--- config.mk ---
export PLATFORM = sky130hd
export DESIGN_NAME = exc_state_regs
export DESIGN_NICKNAME = d
export VERILOG_FILES = /design/src/rtl/exc_pkg.sv /design/src/rtl/exc_status_reg.sv /design/src/rtl/exc_cause_reg.sv /design/src/rtl/exc_addr_capture.sv /design/src/rtl/exc_state_regs.sv
export SDC_FILE = /design/constraint.sdc
export NUM_CORES = 1
export LEC_CHECK = 0
export BUFFER_PORTS_ARGS = -buffer_cell sky130_fd_sc_hd__buf_2
export CAP_MARGIN = 20
export CORE_ASPECT_RATIO = 1.1
export CORE_MARGIN = 3
export CORE_UTILIZATION = 52
export DETAILED_ROUTE_END_ITERATION = 6
export GPL_TIMING_DRIVEN = 0
export PLACE_DENSITY_LB_ADDON = 0.05
export RECOVER_POWER = 100
export SYNTH_ARGS = -nofsm -noshare
export SYNTH_HDL_FRONTEND = slang
export SYNTH_SLANG_ARGS = --single-unit
--- constraint.sdc ---
create_clock -name clk -period 3.3 [get_ports clk]
set_input_delay 0.165 -clock clk [delete_from_list [all_inputs] [get_ports clk]]
set_output_delay 0.165 -clock clk [all_outputs]
set_load 0.02 [all_outputs]
--- src/rtl/exc_pkg.sv ---
package exc_pkg;

  localparam int unsigned REG_W   = 32;
  localparam int unsigned SEL_W   = 5;
  localparam int unsigned CODE_W  = 5;

  // register indices decoded by the move port
  localparam logic [SEL_W-1:0] IDX_BADVA  = 5'd8;
  localparam logic [SEL_W-1:0] IDX_STATUS = 5'd12;
  localparam logic [SEL_W-1:0] IDX_CAUSE  = 5'd13;
  localparam logic [SEL_W-1:0] IDX_EPC    = 5'd14;
  localparam logic [SEL_W-1:0] IDX_PRID   = 5'd15;

  // field positions
  localparam int unsigned ST_IE_BIT  = 0;
  localparam int unsigned ST_RE_BIT  = 25;
  localparam int unsigned IM_LSB     = 8;
  localparam int unsigned IP_LSB     = 8;
  localparam int unsigned CODE_LSB   = 2;

  typedef enum logic [CODE_W-1:0] {
    EC_INT     = 5'd0,
    EC_TLB_MOD = 5'd1,
    EC_TLB_LD  = 5'd2,
    EC_TLB_ST  = 5'd3,
    EC_ADR_LD  = 5'd4,
    EC_ADR_ST  = 5'd5,
    EC_IBUS    = 5'd6,
    EC_DBUS    = 5'd7,
    EC_SYS     = 5'd8,
    EC_BRK     = 5'd9,
    EC_RESV    = 5'd10,
    EC_CPU     = 5'd11,
    EC_OVF     = 5'd12,
    EC_TRAP    = 5'd13,
    EC_FPE     = 5'd15,
    EC_C2E     = 5'd16,
    EC_WATCH   = 5'd23
  } exc_code_e;

  function automatic logic saves_vaddr(input logic [CODE_W-1:0] code);
    return (code >= EC_TLB_LD) && (code <= EC_ADR_ST);
  endfunction

endpackage

--- src/rtl/exc_status_reg.sv ---
module exc_status_reg
  import exc_pkg::*;
#(
  parameter int unsigned NUM_IRQ = 8
) (
  input  logic               clk,
  input  logic               rst_n,
  input  logic               wr_en,
  input  logic               wr_ie,
  input  logic [NUM_IRQ-1:0] wr_im,
  input  logic               wr_re,
  output logic [REG_W-1:0]   status_o,
  output logic [NUM_IRQ-1:0] im_o,
  output logic               ie_o
);

  logic               ie_q;
  logic               re_q;
  logic [NUM_IRQ-1:0] im_q;

  always_ff @(posedge clk) begin
    if (!rst_n) begin
      ie_q <= 1'b0;
      re_q <= 1'b0;
      im_q <= '0;
    end else if (wr_en) begin
      ie_q <= wr_ie;
      re_q <= wr_re;
      im_q <= wr_im;
    end
  end

  always_comb begin
    status_o = '0;
    status_o[ST_IE_BIT] = ie_q;
    status_o[ST_RE_BIT] = re_q;
    status_o[IM_LSB +: NUM_IRQ] = im_q;
  end

  assign im_o = im_q;
  assign ie_o = ie_q;


  status_wr_chk: assert property (@(posedge clk) disable iff (!rst_n)
    wr_en |=> (im_o == $past(wr_im)) && (ie_o == $past(wr_ie))
              && (status_o[ST_RE_BIT] == $past(wr_re)));


  status_hold_chk: assert property (@(posedge clk) disable iff (!rst_n)
    !wr_en |=> $stable(status_o));

endmodule

--- src/rtl/exc_cause_reg.sv ---
module exc_cause_reg
  import exc_pkg::*;
#(
  parameter int unsigned NUM_IRQ = 8
) (
  input  logic              clk,
  input  logic              rst_n,
  input  logic [NUM_IRQ-1:0] hw_irq,
  input  logic              take,
  input  logic [CODE_W-1:0] take_code,
  output logic [REG_W-1:0]  cause_o,
  output logic [NUM_IRQ-1:0] ip_o
);

  logic [NUM_IRQ-1:0] ip_q;
  logic [CODE_W-1:0]  code_q;

  always_ff @(posedge clk) begin
    if (!rst_n) begin
      ip_q   <= '0;
      code_q <= '0;
    end else begin
      ip_q <= hw_irq;
      if (take) code_q <= take_code;
    end
  end

  always_comb begin
    cause_o = '0;
    cause_o[IP_LSB +: NUM_IRQ]  = ip_q;
    cause_o[CODE_LSB +: CODE_W] = code_q;
  end

  assign ip_o = ip_q;


  cause_code_chk: assert property (@(posedge clk) disable iff (!rst_n)
    take |=> cause_o[CODE_LSB +: CODE_W] == $past(take_code));


  cause_ip_chk: assert property (@(posedge clk) disable iff (!rst_n)
    1'b1 |=> ip_o == $past(hw_irq));

endmodule

--- src/rtl/exc_addr_capture.sv ---
module exc_addr_capture
  import exc_pkg::*;
(
  input  logic              clk,
  input  logic              rst_n,
  input  logic              take,
  input  logic [CODE_W-1:0] take_code,
  input  logic [REG_W-1:0]  take_pc,
  input  logic [REG_W-1:0]  take_vaddr,
  input  logic              epc_wr,
  input  logic [REG_W-1:0]  epc_wdata,
  output logic [REG_W-1:0]  epc_o,
  output logic [REG_W-1:0]  badva_o
);

  logic [REG_W-1:0] epc_q;
  logic [REG_W-1:0] badva_q;
  logic             grab_va;

  assign grab_va = take && saves_vaddr(take_code);

  always_ff @(posedge clk) begin
    if (!rst_n) begin
      epc_q   <= '0;
      badva_q <= '0;
    end else begin
      if (take)        epc_q <= take_pc;
      else if (epc_wr) epc_q <= epc_wdata;
      if (grab_va)     badva_q <= take_vaddr;
    end
  end

  assign epc_o   = epc_q;
  assign badva_o = badva_q;


  epc_take_chk: assert property (@(posedge clk) disable iff (!rst_n)
    take |=> epc_o == $past(take_pc));


  badva_load_chk: assert property (@(posedge clk) disable iff (!rst_n)
    (take && (take_code >= 5'd2) && (take_code <= 5'd5)) |=> badva_o == $past(take_vaddr));


  badva_keep_chk: assert property (@(posedge clk) disable iff (!rst_n)
    !(take && (take_code >= 5'd2) && (take_code <= 5'd5)) |=> $stable(badva_o));

endmodule

--- src/rtl/exc_state_regs.sv ---
module exc_state_regs
  import exc_pkg::*;
#(
  parameter int unsigned NUM_IRQ    = 8,
  parameter logic [31:0] PRID_VALUE = 32'h0001_9300
) (
  input  logic               clk,
  input  logic               rst_n,
  input  logic               exc_valid,
  input  logic [4:0]         exc_code,
  input  logic [31:0]        exc_pc,
  input  logic [31:0]        exc_vaddr,
  input  logic [NUM_IRQ-1:0] hw_irq,
  input  logic               mv_valid,
  input  logic               mv_write,
  input  logic [4:0]         mv_sel,
  input  logic [31:0]        mv_wdata,
  input  logic [31:0]        mv_pc,
  input  logic               kernel_mode,
  output logic [31:0]        mv_rdata,
  output logic               priv_fault,
  output logic               irq_req
);

  logic              mv_ok;
  logic              mv_wr;
  logic              take;
  logic [CODE_W-1:0] take_code;
  logic [REG_W-1:0]  take_pc;
  logic [REG_W-1:0]  status_w;
  logic [REG_W-1:0]  cause_w;
  logic [REG_W-1:0]  epc_w;
  logic [REG_W-1:0]  badva_w;
  logic [NUM_IRQ-1:0] im_w;
  logic [NUM_IRQ-1:0] ip_w;
  logic [NUM_IRQ-1:0] hot_w;
  logic              ie_w;

  // pipeline exception outranks any move in the same cycle
  assign priv_fault = mv_valid && !kernel_mode && !exc_valid;
  assign mv_ok      = mv_valid && kernel_mode && !exc_valid;
  assign mv_wr      = mv_ok && mv_write;
  assign take       = exc_valid || priv_fault;
  assign take_code  = exc_valid ? exc_code : EC_CPU;
  assign take_pc    = exc_valid ? exc_pc : mv_pc;

  exc_status_reg #(.NUM_IRQ(NUM_IRQ)) u_status (
    .clk      (clk),
    .rst_n    (rst_n),
    .wr_en    (mv_wr && (mv_sel == IDX_STATUS)),
    .wr_ie    (mv_wdata[ST_IE_BIT]),
    .wr_im    (mv_wdata[IM_LSB +: NUM_IRQ]),
    .wr_re    (mv_wdata[ST_RE_BIT]),
    .status_o (status_w),
    .im_o     (im_w),
    .ie_o     (ie_w)
  );

  exc_cause_reg #(.NUM_IRQ(NUM_IRQ)) u_cause (
    .clk       (clk),
    .rst_n     (rst_n),
    .hw_irq    (hw_irq),
    .take      (take),
    .take_code (take_code),
    .cause_o   (cause_w),
    .ip_o      (ip_w)
  );

  exc_addr_capture u_addr (
    .clk        (clk),
    .rst_n      (rst_n),
    .take       (take),
    .take_code  (take_code),
    .take_pc    (take_pc),
    .take_vaddr (exc_vaddr),
    .epc_wr     (mv_wr && (mv_sel == IDX_EPC)),
    .epc_wdata  (mv_wdata),
    .epc_o      (epc_w),
    .badva_o    (badva_w)
  );

  // per-line gating of pending against mask
  for (genvar g = 0; g < NUM_IRQ; g++) begin : g_gate
    assign hot_w[g] = ip_w[g] & im_w[g];
  end

  assign irq_req = ie_w && (|hot_w);

  always_comb begin
    mv_rdata = '0;
    if (mv_ok && !mv_write) begin
      case (mv_sel)
        IDX_BADVA:  mv_rdata = badva_w;
        IDX_STATUS: mv_rdata = status_w;
        IDX_CAUSE:  mv_rdata = cause_w;
        IDX_EPC:    mv_rdata = epc_w;
        IDX_PRID:   mv_rdata = PRID_VALUE;
        default:    mv_rdata = '0;
      endcase
    end
  end


  priv_code_chk: assert property (@(posedge clk) disable iff (!rst_n)
    (mv_valid && !kernel_mode && !exc_valid) |=> (cause_w[CODE_LSB +: CODE_W] == 5'd11)
                                                 && (epc_w == $past(mv_pc)));


  irq_enable_chk: assert property (@(posedge clk) disable iff (!rst_n)
    irq_req |-> status_w[ST_IE_BIT]);


  collide_chk: assert property (@(posedge clk) disable iff (!rst_n)
    (exc_valid && mv_valid && mv_write && mv_sel == IDX_STATUS) |=> $stable(status_w));


  rdata_idle_chk: assert property (@(posedge clk) disable iff (!rst_n)
    !mv_valid |-> mv_rdata == '0);

endmodule

Yosys cells after proc, flatten, opt, wreduce, memory -nomap -nowiden
Cells that the tools add are included.

cells by class
  magnitude comparators = 2
  equal/unequal tests = 5
  multiplexer cells = 6
  bitwise operators = 8
  reduce and logical (&&, ||, !) cells = 17

operator list
  operator              count
  $pmux W32 S5          1
  $mux W32              4
  $eq A5 B4 Y1 const B  5
  $logic_and A1 B1 Y1   11
  $and A1 B1 Y1         8
  $reduce_or A8 Y1      1
  $ge A5 B2 Y1 const B  1
  $le A5 B3 Y1 const B  1
  $mux W5               1
  $logic_not A1 Y1      3
  $reduce_bool A2 Y1    1
  $logic_or A1 B1 Y1    1

storage, ports and cells
  register bits = 87
  bits of input ports = 152
  output and inout port bits = 34
  logic and storage cells = 45

Longest topological paths before layout
  word-level depth = 6
  depth in mapped cells = 7

Modules after synthesis
From an unflattened synthesis, not the netlist that was laid out.

second synthesis, totals
  cells, all modules = 661
  area total of the unflattened synthesis = 5,711.7 µm²

by module, submodules not included
  module            instances  cells each  area each (µm²)
  exc_addr_capture  1          315         2,800.2
  exc_state_regs    1          221         1,679.1
  exc_status_reg    1          64          618.1
  exc_cause_reg     1          61          614.3

Worst setup path before layout
OpenSTA, ideal clock, no wires.

  path type = input to output
  start point = in mv_sel[1]
  end point = out mv_rdata[15]
  arrival time = 1.514 ns
  path slack = 1.621 ns
  cell stages on the path = 5
  path buffers = 2
  cell sequence = buf_2 nor4_2 clkbuf_1 a22oi_1 a31oi_1

on the way
  longest elaborated chain between the ends = 3
  elaborated cells between the ends (all ways) = 7
  those cells by class = 5 x eq/ne; 2 x mux

ends and longest elaborated chain
  what                RTL line              RTL
  start: declaration  exc_state_regs.sv:16  input logic [4:0] mv_sel,
  $eq A5 B4 Y1        exc_state_regs.sv:92  case (mv_sel)
  $pmux W32 S5 *      exc_state_regs.sv:92
  $mux W32 *          exc_state_regs.sv:91  if (mv_ok && !mv_write) begin
  end: declaration    exc_state_regs.sv:20  output logic [31:0] mv_rdata,

Every way passes the cells marked *; elsewhere a longest branch is shown, timed or not.

Final worst setup path
  start point = in mv_sel[0]
  end point = out mv_rdata[25]

Same word-level chain as after synthesis.

==> flow_summary.toml <==
[run_status]
status = "completed"

[route]
viasPerCell = 5.64
drtIter0Drc = 406
first_pass_iters = 5
drc = 0
antenna_left = 0
drt-total-wl_mm = 16.0
wl_per_cell_um = 17.2
vias = 5237

[critical_path]
critical_path_class = "in2out"
r2r_start = "u_cause.code_q[3]"
startpoint_type = "input pin"
crit_fanout = 10
endpoint_kind = "output pin"
crit_required_ns = 3.13
cp-startpoint = "mv_sel[0]"
cp.arrival_ns = 2.14

[clock_network]
clk-insertion-delay-late_ns = 0.35
path_clk_slew_ns = 0.08
clock_sinks = 87
cts.path.max_buffers = 2
cts_max_level = 3
cts_tree = "yes"
ctsHoldBuffers = 0
post_cts_buffers = 0
numCtsBuffers = 9
post_cts_resize_count = 0
root_buffer = "clkbuf_8"

[global_routing]
track_usage_pct = 31.6
grt_start_max_net_pins = 14
grt.overflow.total = 0
grt_pass1_wl_mm = 24.4
antenna_found_initial = 0
grt_pass1_vias = 4970

[sta]
hold_violations = 0
finalCriticalPeriod_ns = 2.30
tns_ns = 0
finalSetupViolations = 0
skew_ns = 0
slew_violations = 0
maxSlewHeadroom_pct = 37.6
worst_pin_slew_ns = 0.929
fmax_mhz = 434
finalCritPeriodShare_pct = 69.8
worst_hold_slack_ns = 0.0162
rsz0062_at_grt = "false"

[floorplanning]
core_area_mm2 = 0.00845
die_x_um = 95.1
num_rows = 35
die-area_mm2 = 0.00990
initial_core_util_pct = 53.8
boundaryPins = 186
die_y_um = 104

[synthesis]
synth-edff-count = 0
ys_seq_elements = 87
syn_area_per_cell_um2 = 7.33
yosys_warnings = 0
synthArstFlopShare_pct = 0
syn_inst = 620
seq_area_frac_synth_pct = 38.3
ys_types = 35
synthesis.nets = 772
netlist_area_mm2 = 0.00454
synth_ff_type = "dfxtp_1"

[layout]
areaGrowthSynthToFinish_pct = 26.7
diodes = 0
final_core_util_pct = 68.1
layout.nets = 966
layout-drive-gt1-share_pct = 21.1
post-route-cell-area_mm2 = 0.00576

[place]
finalWeightedCongestion = 0.894
numPortBuffers = 183
dpl.hpwl_mm = 12.6
placedInstanceArea_mm2 = 0.00560

[min_path]
worstHoldStart = "hw_irq[5]"
hold_class = "in2reg"

[power]
p_per_area_mw_per_mm2 = 398
ir_worst_vdd_v = 0.000218
p_leak_nw = 2.42

[job]
maxCapViolations = 0
-- worst paths after layout --
kind	end	slack, ns	cells after the start
worst max-delay path	mv_rdata[25]	1.0	7
worst max register to register	u_cause.code_q[3]	2.51	1
worst min register to register	u_addr.badva_o[21]	0.47	2
worst min-delay path	u_cause.ip_o[5]	0.02	2
-- cell families (layout without fill, tap and decap cells) --
group                  after synthesis  in the layout  share of synthesized area, %
flip-flops                          87             87                          38.3
multiplexers                        10             10                          2.20
buffers and inverters               57            255                          5.59
AO/OA/AOI/OAI                      191            191                          28.6
AND/OR/NAND/NOR                    274            274                          25.1
XOR/XNOR                             1              1                         0.193
-- power breakdown --
group / switching (mW) / total (mW) / internal (mW)
registers: 0.0336 / 1.14 / 1.10
logic: 0.187 / 0.341 / 0.153
clock network: 0.373 / 0.814 / 0.441
-- sequential cells by signal, summed over array words and instances, names as in the netlist --
| signal | count |
|---|---|
| u_cause.ip_o | 8 |
| u_status.re_q | 1 |
| u_cause.code_q | 5 |
| u_addr.epc_o | 32 |
| u_status.im_o | 8 |
| u_status.ie_o | 1 |
| u_addr.badva_o | 32 |
-- metrics by stage --
step / power, mW / instances / setup slack (ns)
floorplan: 1.33 / 620 / 1.62
global placement: 1.48 / 914 / 1.22
detailed placement: 1.49 / 914 / 1.22
CTS: 2.28 / 929 / 1.22
global route: 2.38 / 929 / 0.939
finish: 2.29 / 929 / 0.996
-- cell usage in the layout, fill, tap and decap left out, drive strengths merged --
cell	count
bufinv	2
nand2	173
inv	3
nor2	60
clkinv	2
a222oi	2
nor4b	1
nor4	2
and2	8
nand2b	4
or2	1
o2111ai	1
a41oi	1
buf	158
dfxtp	87
nand4b	2
o311ai	1
a22oi	36
or3	4
nor2b	13
mux2i	10
o311a	1
o21bai	1
a21o	32
nor3	5
clkbuf	90
xnor2	1
a31oi	37
a21boi	32
a21oi	13
nand3b	1
o21ai	34
-- cell type report --
| class | instances | area, µm² |
|---|---|---|
| Sequential cell | 87 | 1740 |
| Inverter | 3 | 11.3 |
| Multi-Input combinational cell | 476 | 2540 |
| Clock inverter | 4 | 70.1 |
| Tap cell | 111 | 139 |
| Fill cell | 779 | 2700 |
| Buffer | 54 | 238 |
| Timing Repair Buffer | 183 | 875 |
| Clock buffer | 11 | 141 |
-- cells in the mapped netlist, types with 2 or more instances --
cell type | count | share of area [%]
or3_1 | 4 | 0.55
dfxtp_1 | 87 | 38
nor3_1 | 5 | 0.55
a22oi_1 | 36 | 5.9
a222oi_1 | 2 | 0.44
mux2i_1 | 10 | 2.2
nor2_1 | 60 | 5.0
a21boi_1 | 11 | 1.8
nand2b_1 | 4 | 0.55
a21oi_1 | 13 | 1.4
buf_6 | 3 | 0.74
a21boi_0 | 21 | 3.5
nor2b_1 | 13 | 1.8
a21o_1 | 32 | 5.3
nand4b_1 | 2 | 0.39
o21ai_0 | 34 | 3.7
clkbuf_1 | 41 | 3.4
a31oi_1 | 37 | 5.1
nand2_1 | 173 | 14
buf_1 | 2 | 0.17
and2_1 | 8 | 1.1
buf_2 | 5 | 0.55
inv_1 | 3 | 0.25
buf_4 | 3 | 0.50
-- critical path: stages --
cell	delay, ns
buf_2	0.16
clkbuf_1	0.36
nor2_1	0.10
o2111ai_1	0.46
clkbuf_1	0.53
nor2_1	0.16
clkbuf_1	0.21
-- layer usage --
layer  global-route usage [%]  part of all wire [%]
met1                     42.3                    42
met2                     51.0                    47
met3                     4.12                   7.9
met4                     12.0                   2.5
met5                        0                     0
Power figures use the tool's default switching activity.
